===== src/rtl/dpca_pkg.sv =====
package dpca_pkg;
   typedef enum logic [1:0] {
      OWN_NONE  = 2'd0,
      OWN_LEFT  = 2'd1,
      OWN_RIGHT = 2'd2
   } owner_e;

   localparam int SIDE_L    = 0;
   localparam int SIDE_R    = 1;
   localparam int NUM_SIDES = 2;
endpackage


===== src/rtl/dpca_port_track.sv =====
// One-cycle history of a port: was it already presenting this address?
module dpca_port_track #(
   parameter int ADDR_W = 13
) (
   input  logic              clk,
   input  logic              rst_n,
   input  logic              sel,
   input  logic [ADDR_W-1:0] addr,
   output logic              was_ready
);
   logic              sel_q;
   logic [ADDR_W-1:0] addr_q;

   always_ff @(posedge clk) begin
      if (!rst_n) begin
         sel_q  <= 1'b0;
         addr_q <= '0;
      end else begin
         sel_q  <= sel;
         addr_q <= addr;
      end
   end

   // Claim on the current word is older than this cycle.
   assign was_ready = sel_q && (addr_q == addr);
endmodule


===== src/rtl/dpca_resolver.sv =====
// Picks and holds the owner of a collision.
module dpca_resolver
   import dpca_pkg::*;
(
   input  logic   clk,
   input  logic   rst_n,
   input  logic   conflict,
   input  logic   ready_l,
   input  logic   ready_r,
   output owner_e winner
);
   owner_e owner_q;
   logic   hist_ok;

   always_comb begin
      winner = OWN_NONE;
      if (conflict) begin
         if (owner_q != OWN_NONE)      winner = owner_q;
         else if (ready_r && !ready_l) winner = OWN_RIGHT;
         else                          winner = OWN_LEFT;
      end
   end

   always_ff @(posedge clk) begin
      if (!rst_n) begin
         owner_q <= OWN_NONE;
         hist_ok <= 1'b0;
      end else begin
         owner_q <= winner;
         hist_ok <= 1'b1;
      end
   end

   // owner is stable while the collision continues
   a_r6_owner_sticky: assert property (@(posedge clk) disable iff (!rst_n)
      (hist_ok && conflict && $past(conflict)) |-> (winner == $past(winner)));
endmodule


===== src/rtl/dpca_gate.sv =====
// Blocks a port's access outputs while its effective busy is low.
module dpca_gate #(
   parameter int NUM_BYTES = 2
) (
   input  logic                 sel,
   input  logic                 wr,
   input  logic [NUM_BYTES-1:0] be,
   input  logic                 busy_n,
   output logic                 grant,
   output logic                 we,
   output logic [NUM_BYTES-1:0] be_out
);
   always_comb begin
      grant  = sel && busy_n;
      we     = grant && wr;
      be_out = grant ? be : '0;
   end

   // a blocked port issues nothing
   always_comb begin
      if (busy_n == 1'b0) begin
         a_r8_blocked_quiet: assert (!we && !grant && (be_out == '0));
      end
   end
endmodule


===== src/rtl/dp_conflict_arb.sv =====
module dp_conflict_arb
   import dpca_pkg::*;
#(
   parameter int ADDR_W    = 13,
   parameter int NUM_BYTES = 2
) (
   input  logic                 clk,
   input  logic                 rst_n,
   input  logic                 is_master,
   input  logic                 l_sel,
   input  logic [ADDR_W-1:0]    l_addr,
   input  logic                 l_wr,
   input  logic [NUM_BYTES-1:0] l_be,
   input  logic                 l_busy_in_n,
   output logic                 l_busy_out_n,
   output logic                 l_grant,
   output logic                 l_we,
   output logic [NUM_BYTES-1:0] l_be_out,
   input  logic                 r_sel,
   input  logic [ADDR_W-1:0]    r_addr,
   input  logic                 r_wr,
   input  logic [NUM_BYTES-1:0] r_be,
   input  logic                 r_busy_in_n,
   output logic                 r_busy_out_n,
   output logic                 r_grant,
   output logic                 r_we,
   output logic [NUM_BYTES-1:0] r_be_out
);
   generate
      if (ADDR_W < 1) begin : g_bad_addr
         $error("dp_conflict_arb: ADDR_W must be at least 1");
      end
      if (NUM_BYTES < 1) begin : g_bad_bytes
         $error("dp_conflict_arb: NUM_BYTES must be at least 1");
      end
   endgenerate

   logic [NUM_SIDES-1:0]                sel_v, wr_v, ready_v, busy_in_v;
   logic [NUM_SIDES-1:0]                calc_busy_n, eff_busy_n;
   logic [NUM_SIDES-1:0]                grant_v, we_v;
   logic [NUM_SIDES-1:0][ADDR_W-1:0]    addr_v;
   logic [NUM_SIDES-1:0][NUM_BYTES-1:0] be_v, be_out_v;
   logic                                conflict;
   owner_e                              winner;

   assign sel_v     = {r_sel, l_sel};
   assign wr_v      = {r_wr, l_wr};
   assign addr_v    = {r_addr, l_addr};
   assign be_v      = {r_be, l_be};
   assign busy_in_v = {r_busy_in_n, l_busy_in_n};

   assign conflict = sel_v[SIDE_L] && sel_v[SIDE_R] &&
                     (addr_v[SIDE_L] == addr_v[SIDE_R]);

   dpca_resolver u_resolver (
      .clk      (clk),
      .rst_n    (rst_n),
      .conflict (conflict),
      .ready_l  (ready_v[SIDE_L]),
      .ready_r  (ready_v[SIDE_R]),
      .winner   (winner)
   );

   assign calc_busy_n[SIDE_L] = !(conflict && (winner == OWN_RIGHT));
   assign calc_busy_n[SIDE_R] = !(conflict && (winner == OWN_LEFT));

   generate
      for (genvar s = 0; s < NUM_SIDES; s++) begin : g_side
         dpca_port_track #(.ADDR_W(ADDR_W)) u_track (
            .clk       (clk),
            .rst_n     (rst_n),
            .sel       (sel_v[s]),
            .addr      (addr_v[s]),
            .was_ready (ready_v[s])
         );

         assign eff_busy_n[s] = is_master ? calc_busy_n[s] : busy_in_v[s];

         dpca_gate #(.NUM_BYTES(NUM_BYTES)) u_gate (
            .sel    (sel_v[s]),
            .wr     (wr_v[s]),
            .be     (be_v[s]),
            .busy_n (eff_busy_n[s]),
            .grant  (grant_v[s]),
            .we     (we_v[s]),
            .be_out (be_out_v[s])
         );
      end
   endgenerate

   assign l_busy_out_n = is_master ? calc_busy_n[SIDE_L] : 1'b1;
   assign r_busy_out_n = is_master ? calc_busy_n[SIDE_R] : 1'b1;
   assign l_grant      = grant_v[SIDE_L];
   assign r_grant      = grant_v[SIDE_R];
   assign l_we         = we_v[SIDE_L];
   assign r_we         = we_v[SIDE_R];
   assign l_be_out     = be_out_v[SIDE_L];
   assign r_be_out     = be_out_v[SIDE_R];

   // ---------------- port-level checks ----------------
   logic hist_ok;
   always_ff @(posedge clk) begin
      if (!rst_n) hist_ok <= 1'b0;
      else        hist_ok <= 1'b1;
   end

   a_r1_no_busy_without_conflict: assert property (@(posedge clk) disable iff (!rst_n)
      !(l_sel && r_sel && (l_addr == r_addr)) |-> (l_busy_out_n && r_busy_out_n));

   a_r5_single_loser: assert property (@(posedge clk) disable iff (!rst_n)
      (l_busy_out_n || r_busy_out_n));

   a_r7_slave_silent: assert property (@(posedge clk) disable iff (!rst_n)
      !is_master |-> (l_busy_out_n && r_busy_out_n));

   a_r2_select_first_left: assert property (@(posedge clk) disable iff (!rst_n)
      (hist_ok && is_master && conflict && !$past(conflict) &&
       $past(l_sel && !r_sel) && $stable(l_addr) && $stable(r_addr))
      |-> (!r_busy_out_n && l_busy_out_n));

   a_r2_select_first_right: assert property (@(posedge clk) disable iff (!rst_n)
      (hist_ok && is_master && conflict && !$past(conflict) &&
       $past(r_sel && !l_sel) && $stable(l_addr) && $stable(r_addr))
      |-> (!l_busy_out_n && r_busy_out_n));

   a_r3_address_first_left: assert property (@(posedge clk) disable iff (!rst_n)
      (hist_ok && is_master && conflict && !$past(conflict) &&
       $past(l_sel && r_sel) && $stable(l_addr) && !$stable(r_addr))
      |-> !r_busy_out_n);

   a_r3_address_first_right: assert property (@(posedge clk) disable iff (!rst_n)
      (hist_ok && is_master && conflict && !$past(conflict) &&
       $past(l_sel && r_sel) && $stable(r_addr) && !$stable(l_addr))
      |-> !l_busy_out_n);

   a_r4_tie_goes_left: assert property (@(posedge clk) disable iff (!rst_n)
      (hist_ok && is_master && conflict && !$past(l_sel) && !$past(r_sel))
      |-> (!r_busy_out_n && l_busy_out_n));
endmodule


===== config.mk =====
export PLATFORM = sky130hd
export DESIGN_NAME = dp_conflict_arb
export DESIGN_NICKNAME = d
export VERILOG_FILES = /design/src/rtl/dpca_pkg.sv /design/src/rtl/dpca_port_track.sv /design/src/rtl/dpca_resolver.sv /design/src/rtl/dpca_gate.sv /design/src/rtl/dp_conflict_arb.sv
export SDC_FILE = /design/constraint.sdc
export NUM_CORES = 1
export LEC_CHECK = 0
export BUFFER_PORTS_ARGS = -buffer_cell sky130_fd_sc_hd__buf_4
export CAP_MARGIN = 30
export CORE_MARGIN = 2
export CORE_UTILIZATION = 45
export DETAILED_ROUTE_END_ITERATION = 8
export PLACE_DENSITY = 0.76
export SKIP_LAST_GASP = 1
export SYNTH_ARGS = -nofsm -noshare
export SYNTH_HDL_FRONTEND = slang
export SYNTH_SLANG_ARGS = --single-unit

===== constraint.sdc =====
create_clock -name clk -period 5.2 [get_ports clk]
set_input_delay 0.52 -clock clk [delete_from_list [all_inputs] [get_ports clk]]
set_output_delay 0.52 -clock clk [all_outputs]
set_load 0.05 [all_outputs]

==> impl_metrics.csv, run 1 <==
group,metric,value,unit
clock_network,ctsResizeCount,0,
detailed_routing,drt_iter0_drc,30,
detailed_routing,final_antenna_net_count,0,
floorplanning,dieHeight,63.1,um
synthesis,syn_area,1570,sq um
synthesis,yosysSeqAreaShare,38.2,%
sta,finalClockSkew,0.00554,ns
clock_network,clockRootBuffer,"clkbuf_4",
floorplanning,fp.coreArea,3340,sq um
synthesis,ys_types,32,
power_and_ir_drop,cellLeakagePower,0.000804,uW
sta,period_minus_slack,2.79,ns
synthesis,yosysMostFrequentCell,"xnor2_1",
clock_network,cts.sinks,30,
cells_and_area,diodes,0,
sta,worstMarginPinSlew,0.439,ns
setup_path,worstPathRequired,4.68,ns
setup_path,arrival,2.27,ns
sta,fin_crit_sh,53.6,%
setup_path,cp_slowest_stage_delay,0.60,ns
synthesis,synth_common_cells,"xnor2_1, dfxtp_1, and2_1, nand2_1, nand4_1",
setup_path,cp_top_family,"simple AND/OR/NAND/NOR gates",
floorplanning,dieArea,3990,sq um
setup_path,startpoint_type,"primary input",
setup_path,crit_buf_inv,2,
global_route,overflow,0,
synthesis,synth_edf_count,0,
global_route,grtUsageTotal,19.4,%
setup_path,cp_common_cell,"buf_4",
cells_and_area,area_growth,30.8,%
synthesis,synth_seq_cells,30,
job,maxCapViolations,0,
synthesis,syn_area_per_cell,9.26,sq um
floorplanning,dieWidth,63.1,um
global_route,grt_max_degree,30,
clock_network,cts_hold_buffers,0,
detailed_routing,routedWlPerCell,12.6,um
global_route,grt_pass1_vias,1294,
min_path,hold_path.class,"in2reg",
detailed_routing,drc,0,
synthesis,netlist.area_leader.share,38.2,%
sta,setup_viol,0,
floorplanning,start_util,47.2,%
cells_and_area,finalNetCount,261,
setup_path,cp_max_fo,5,
sta,rsz0062_at_grt,"false",
setup_path,worst_path_max_delay_cell,"or4_4",
cells_and_area,drive_gt1_share,28.3,%
sta,report.final.slew_viol_count,0,
clock_network,cts_max_level,2,
floorplanning,io_pins,49,
clock_network,clk_latency,0.33,ns
synthesis,synthesis.nets,209,
synthesis,syn-instance-count,170,
sta,hold_viol,0,
setup_path,endpoint_kind,"primary output",
clock_network,cts_tree,"yes",
clock_network,clock_path_buffers,2,
power_and_ir_drop,p_per_area,262,nW/um^2
global_route,antenna_found_initial,0,
global_route,grt_pass1_wl,6.09,mm
detailed_routing,dr.pass1.iters,6,
setup_path,critPathKind,"in2out",
clock_network,cts_inserted_buffers,5,
detailed_routing,avgViaCountPerCell,4.93,
sta,slew_headroom,70.0,%
detailed_routing,via_count,1325,
synthesis,async_flop_share,0,%
cells_and_area,fillers,298,
power_and_ir_drop,ir_drop,172,uV
synthesis,yosys_most_used_dff,"dfxtp_1",
clock_network,post-cts-setup-buffers,0,
floorplanning,fp-row-count,21,
detailed_routing,wl,3.39,mm
sta,fmax,359,MHz
sta,tns,0,ns
synthesis,synthTopCellsByArea,"dfxtp_1, xnor2_1, and2_1, nand4_1, nand2_1",
synthesis,synth_warnings,0,
placed_design,port_buffers,48,
setup_path,cp_cell_sequence,"buf_4 > xnor2_1 > nand4_1 > or4_4 > a2111oi_4 > nor3b_1 > buf_4",
placed_design,gp_congestion,0.840,
synthesis,synth_area_leader_cell,"dfxtp_1",
cells_and_area,utilization,61.7,%
clock_network,clk_pin_slew,0.10,ns
run_status,status,"complete, no violations",
placed_design,dp_hpwl,2.77,mm
==> layout by cell type, fill, tap and decap left out, types with 2 or more instances in the layout <==
cell,Yosys,layout
o2bb2ai_1,4,4
clkinv_2,0,2
buf_4,0,48
nor2_1,3,3
and2_1,27,27
nor2b_1,5,5
o21ai_0,2,2
nand2b_1,5,5
or4_4,2,2
nor4_1,3,3
dfxtp_1,30,30
nor3b_1,3,3
nor4_2,2,2
nand2_1,11,11
o2111ai_1,2,2
clkbuf_4,0,5
nand4_1,10,10
xnor2_1,32,32
inv_1,9,9
and3_1,3,3
==> flip-flops by register name, summed over array words and instances (netlist names) <==
signal and cells:
g_side.u_track.sel_q 2, g_side.u_track.addr_q 26, u_resolver.owner_q 2
==> kinds of logic (layout without fill, tap and decap cells) <==
family	count (synthesis)	count (layout)	synth area share, %
DFF	30	30	38.2
and+or+nand+nor	77	77	30.4
AOI/OAI and AO/OA	19	19	10.8
xor gates and xnor gates	32	32	17.8
buffers and inverters	12	65	2.86
==> layer usage <==
layer	part of all wire [%]	global-route usage (%)
met3	6.2	6.43
met2	48	32.3
met1	45	23.6
met4	1.2	5.83
met5	0	0
==> worst paths after layout <==
| path | from | endpoint | slack (ns) | depth (start not counted) |
|---|---|---|---|---|
| worst max-delay path | l_addr[7] | r_be_out[1] | 2.41 | 7 |
| worst min-delay path | r_addr[1] | g_side[1].u_track.addr_q[1] | 0.42 | 2 |
| worst max register to register | g_side[0].u_track.addr_q[7] | u_resolver.owner_q[0] | 3.66 | 4 |
| worst min register to register | u_resolver.owner_q[1] | u_resolver.owner_q[0] | 0.52 | 1 |
==> power by group <==
part / total (uW) / internal, uW / switching [uW]
logic: 113 / 56.3 / 57.0
clock network: 181 / 99.5 / 81.1
registers: 246 / 241 / 4.65
total: 540 / 397 / 143
==> through the flow <==
step | worst slack (ns) | power (uW) | instance area, sq um | hold slack (ns) | cells
final | 2.41 | 540 | 2060 | 0.416 | 269
after global routing | 2.26 | 571 | 2060 | 0.394 | 269
after CTS | 2.41 | 547 | 2060 | 0.404 | 269
after detailed placement | 2.41 | 366 | 1980 | 0.511 | 261
after global placement | 2.42 | 364 | 1980 | 0.516 | 261
after floorplan | 2.11 | 317 | 1570 | 0.473 | 170
==> area by class of cell <==
cell class / instances / area, sq um / area share (%)
Timing Repair Buffer: 48 / 360 / 17.5
Inverter: 9 / 33.8 / 1.64
Multi-Input combinational cell: 128 / 928 / 45.1
Sequential cell: 30 / 601 / 29.2
Tap cell: 46 / 57.6 / 2.80
Clock buffer: 5 / 37.5 / 1.82
Clock inverter: 3 / 40.0 / 1.95
(Power assumes the default switching activity.)
==> inputs of run 2 (changes only) <==
clock period = 2.6 ns   (was 5.2 ns; I/O delays follow)
==> run 2 against run 1 <==
  * Flip-flop and latch count unchanged
  * Global-route usage is 0.13 points higher
  * Die area did not move
==> impl_metrics.csv, run 2 (synthesized netlist as in run 1, its figures left out) <==
group,metric,value,unit
floorplanning,start_util,47.2,%
sta,worstMarginPinSlew,0.584,ns
sta,slew_headroom,60.7,%
detailed_routing,via_count,1358,
detailed_routing,final_antenna_net_count,0,
setup_path,r2r_slack,1.10,ns
power_and_ir_drop,cellLeakagePower,0.000824,uW
cells_and_area,regMostFlops,"g_side.u_track.addr_q",
sta,report.final.slew_viol_count,0,
power_and_ir_drop,p_per_area,475,nW/um^2
cells_and_area,utilization,62.5,%
cells_and_area,area_growth,32.5,%
run_status,status,"complete, no violations",
sta,finalClockSkew,0.00790,ns
sta,hold_viol,0,
setup_path,critPathKind,"reg2out",
min_path,holdPathStages,2,
job,maxCapViolations,0,
cells_and_area,fillers,299,
detailed_routing,avgViaCountPerCell,5.07,
sta,setup_viol,0,
clock_network,cts_tree,"yes",
cells_and_area,final_common_cell,"buf_4",
floorplanning,dieWidth,63.1,um
setup_path,endpoint_kind,"primary output",
floorplanning,fp.coreArea,3340,sq um
global_route,overflow,0,
detailed_routing,wl,3.49,mm
setup_path,startpoint_type,"flop",
detailed_routing,routedWlPerCell,13.0,um
cells_and_area,finalNonFillerCells,268,
sta,period_minus_slack,2.51,ns
floorplanning,dieArea,3990,sq um
cells_and_area,diodes,0,
setup_path,cp_max_fo,5,
setup_path,timing.rr.end,"u_resolver.owner_q[0]",
setup_path,rr_worst_depth,4,
floorplanning,dieHeight,63.1,um
global_route,grt_pass1_vias,1352,
placed_design,dp_hpwl,2.78,mm
floorplanning,fp-row-count,21,
min_path,hold_path.class,"in2reg",
detailed_routing,drc,0,
global_route,grtUsageTotal,19.5,%
placed_design,gp_congestion,0.841,
cells_and_area,finalNetCount,262,
setup_path,setup.worst_path.start,"g_side[0].u_track.addr_q[3]",
detailed_routing,drt_iter0_drc,46,
global_route,grt_max_degree,30,
cells_and_area,layout_common_cells,"buf_4, xnor2_1, dfxtp_1, and2_1, nand2_1",
placed_design,port_buffers,48,
sta,fmax,398,MHz
clock_network,clock_path_buffers,2,
clock_network,cts_hold_buffers,0,
power_and_ir_drop,ir_drop,369,uV
clock_network,cts_inserted_buffers,5,
setup_path,worstPathRequired,2.34,ns
setup_path,arrival,2.25,ns
clock_network,clk_latency,0.33,ns
clock_network,clk_pin_slew,0.08,ns
global_route,antenna_found_initial,0,
placed_design,dp.cells,261,
sta,rsz0062_at_grt,"true",
floorplanning,io_pins,49,
cells_and_area,drive_gt1_share,29.7,%
global_route,grt_pass1_wl,6.07,mm
clock_network,cts.sinks,30,
cells_and_area,largest_register_ffs,26,
detailed_routing,dr.pass1.iters,4,
clock_network,clockRootBuffer,"clkbuf_4",
sta,fin_crit_sh,96.6,%
setup_path,reg2reg_from,"g_side[0].u_track.addr_q[3]",
cells_and_area,top_regs,"g_side.u_track.addr_q: 26 flops, g_side.u_track.sel_q: 2 flops, u_resolver.owner_q: 2 flops",
clock_network,cts_max_level,2,
setup_path,crit_path_end,"r_grant",
-- run 2: final cells by class --
type	count	area, sq um	share of cell area (%)
multi-input combinational	128	960	46.0
inverter	9	33.8	1.62
sequential	30	601	28.8
clock buffer	6	51.3	2.46
timing repair buffer	49	383	18.4
tap	46	57.6	2.76
-- run 2: worst min-delay path by stage --
stage                    from                     endpoint
CTS                 l_addr[0]  g_side[0].u_track.addr_q[0]
finish              l_addr[0]  g_side[0].u_track.addr_q[0]
global route        l_addr[0]  g_side[0].u_track.addr_q[0]
global placement    r_addr[1]  g_side[1].u_track.addr_q[1]
detailed placement  r_addr[2]  g_side[1].u_track.addr_q[2]
floorplan           l_addr[0]  g_side[0].u_track.addr_q[0]
-- run 2: report_power, final --
group	switching [uW]	internal, uW	leakage [uW]
Clock	144	121	0.0000302
Combinational	118	117	0.000544
Sequential	9.26	482	0.000249
Total	271	720	0.000824
-- run 2: worst max-delay path: stages (launching register included) --
cell       delay, ns
dfxtp_1         0.32
xnor2_1         0.16
nand4_1         0.10
or4_4           0.58
a2111oi_4       0.35
buf_4           0.18
nor2_1          0.06
buf_6           0.18
-- run 2: routing by layer --
layer  vias up  track usage, %  wire, um
li1        688               -         -
met1       620            23.6      1530
met2        44            32.3      1690
met3         6            5.71       207
met4         0            8.06        57
met5         -               0         0
-- run 2: per-stage QoR --
| stage | hold WS (ns) | setup WS [ns] | power [uW] | setup TNS, ns | area (sq um) |
|---|---|---|---|---|---|
| floorplan | 0.382 | 0.00431 | 634 | 0 | 1570 |
| global placement | 0.499 | 0.341 | 727 | 0 | 1980 |
| detailed placement | 0.502 | 0.319 | 732 | 0 | 1980 |
| CTS | 0.157 | 0.0804 | 995 | 0 | 2030 |
| global route | 0.155 | -0.0247 | 1050 | -0.0330 | 2090 |
| finish | 0.164 | 0.0873 | 991 | 0 | 2090 |
-- run 2: what timing repair did --
item	in CTS	in global routing
gates resized for setup	0	9
buffers inserted	0	1
setup endpoints to repair	0	3
==> inputs of run 3 (changes only) <==
CORE_UTILIZATION = 42   (was 45)
PLACE_DENSITY = 0.72   (was 0.76)
==> run 3 against run 2 <==
  * Global-route usage decreased by 1.2 points
  * First-iteration DRC count rose by 110%
  * Largest power group unchanged
  * Non-clock buffer count decreased by 1
  * Final area down 1.3%
  * Cell count rose by 0.75%
  * Hold slack better by 0.048 ns
  * Worst setup slack better by 0.098 ns
  * Sequential share of layout area is 0.37 points higher
  * Routed wire length is 2.2% lower
==> impl_metrics.csv, run 3 (synthesized netlist as in run 1, its figures left out) <==
group,metric,value,unit
detailed_routing,avgViaCountPerCell,5.00,
sta,tns,0,ns
floorplanning,dieArea,4250,sq um
setup_path,cp_top_family,"simple AND/OR/NAND/NOR gates",
floorplanning,fp.coreArea,3630,sq um
job,maxCapViolations,0,
sta,fin_crit_sh,92.9,%
cells_and_area,drive_gt1_share,27.0,%
detailed_routing,final_antenna_net_count,0,
setup_path,crit_buf_inv,1,
detailed_routing,wl,3.41,mm
floorplanning,io_pins,49,
clock_network,clk_pin_slew,0.06,ns
cells_and_area,largest_register_ffs,26,
detailed_routing,drc,0,
clock_network,clockRootBuffer,"clkbuf_8",
setup_path,setup.worst_path.start,"g_side[0].u_track.addr_q[10]",
sta,worst_slack,0.186,ns
setup_path,worst_path_max_delay_cell,"or4_4",
placed_design,dpl-instance-area,1980,sq um
power_and_ir_drop,cellLeakagePower,0.000798,uW
sta,report.final.slew_viol_count,0,
setup_path,critPathKind,"reg2out",
power_and_ir_drop,ir_drop,379,uV
setup_path,endpoint_kind,"primary output",
setup_path,worstPathRequired,2.34,ns
floorplanning,start_util,43.3,%
cells_and_area,diodes,0,
run_status,status,"complete, no violations",
cells_and_area,fillers,363,
global_route,grt_pass1_wl,5.87,mm
global_route,grt_max_degree,30,
cells_and_area,final_common_cell,"buf_4",
setup_path,cp_slowest_stage_delay,0.60,ns
detailed_routing,routedWlPerCell,12.6,um
cells_and_area,utilization,56.7,%
sta,slew_headroom,68.4,%
clock_network,ctsResizeCount,0,
sta,worstMarginPinSlew,0.470,ns
sta,period_minus_slack,2.41,ns
setup_path,arrival,2.15,ns
detailed_routing,via_count,1349,
sta,finalClockSkew,0.00180,ns
placed_design,dp_hpwl,2.78,mm
clock_network,clock_path_buffers,2,
setup_path,reg2reg_from,"g_side[0].u_track.addr_q[10]",
sta,fmax,414,MHz
setup_path,startpoint_type,"flop",
placed_design,gp_congestion,0.879,
cells_and_area,finish.instance_area,2060,sq um
detailed_routing,drt_iter0_drc,97,
clock_network,clk_latency,0.28,ns
floorplanning,dieHeight,65.2,um
detailed_routing,dr.pass1.iters,4,
floorplanning,fp-row-count,22,
placed_design,dpl_worst_slack,0.341,ns
placed_design,port_buffers,48,
global_route,grtUsageTotal,18.3,%
cells_and_area,finalNetCount,261,
clock_network,cts_inserted_buffers,5,
floorplanning,dieWidth,65.2,um
clock_network,cts.sinks,30,
clock_network,cts_tree,"yes",
setup_path,cp_max_fo,5,
cells_and_area,layout_common_cells,"buf_4, xnor2_1, dfxtp_1, and2_1, nand2_1",
placed_design,dp.cells,263,
clock_network,cts_hold_buffers,0,
clock_network,post-cts-setup-buffers,0,
min_path,hp-start,"r_addr[6]",
cells_and_area,finalNonFillerCells,270,
sta,rsz0062_at_grt,"false",
cells_and_area,top_regs,"g_side.u_track.addr_q: 26 flops, g_side.u_track.sel_q: 2 flops, u_resolver.owner_q: 2 flops",
global_route,antenna_found_initial,0,
sta,setup_viol,0,
global_route,overflow,0,
cells_and_area,regMostFlops,"g_side.u_track.addr_q",
power_and_ir_drop,p_per_area,515,nW/um^2
global_route,grt_pass1_vias,1267,
sta,hold_viol,0,
min_path,hold_path.class,"in2reg",
clock_network,cts_max_level,2,
cells_and_area,area_growth,30.8,%
setup_path,cp_cell_sequence,"xnor2_1 > nand4_1 > or4_4 > a2111oi_4 > nor3b_1 > buf_4",
[run 3: cell types whose count changed in the layout (fill, tap and decap cells not counted), sizes merged]
cell | before | now
buf | 49 | 48
clkbuf | 6 | 7
[run 3: metal layers]
metal	share of wire, %	global-route usage, %
met5	0	0
met3	8.4	6.34
met2	45	28.4
met4	1.6	7.03
met1	45	23.4
[run 3: worst paths after layout]
kind | slack (ns) | to | cells after the start
max | 0.19 | r_be_out[1] | 6
min | 0.21 | g_side[1].u_track.addr_q[6] | 2
max reg2reg | 1.09 | u_resolver.owner_q[0] | 4
min reg2reg | 0.53 | u_resolver.owner_q[0] | 1
[run 3: worst register-to-register path: stages (launching register included)]
cell	delay, ns
dfxtp_1	0.32
xnor2_1	0.11
nand4_1	0.11
or4_4	0.60
a221oi_1	0.26
[run 3: area by class of cell]
| type | count | area [sq um] | area share (%) |
|---|---|---|---|
| Sequential cell | 30 | 601 | 29.2 |
| Timing Repair Buffer | 48 | 360 | 17.5 |
| Multi-Input combinational cell | 128 | 928 | 45.1 |
| Tap cell | 48 | 60.1 | 2.92 |
| Clock buffer | 7 | 76.3 | 3.71 |
| Inverter | 9 | 33.8 | 1.64 |
[run 3: per-stage QoR]
| step | total power, uW | hold slack [ns] |
|---|---|---|
| global placement | 729 | 0.496 |
| finish | 1060 | 0.212 |
| detailed placement | 732 | 0.502 |
| floorplan | 634 | 0.382 |
| global route | 1120 | 0.216 |
| CTS | 1070 | 0.210 |
[run 3: where the power goes]
part	internal, uW	leakage [uW]	switching [uW]
Clock	183	0.0000383	156
Combinational	113	0.000510	115
Sequential	483	0.000249	9.15
Total	780	0.000798	280
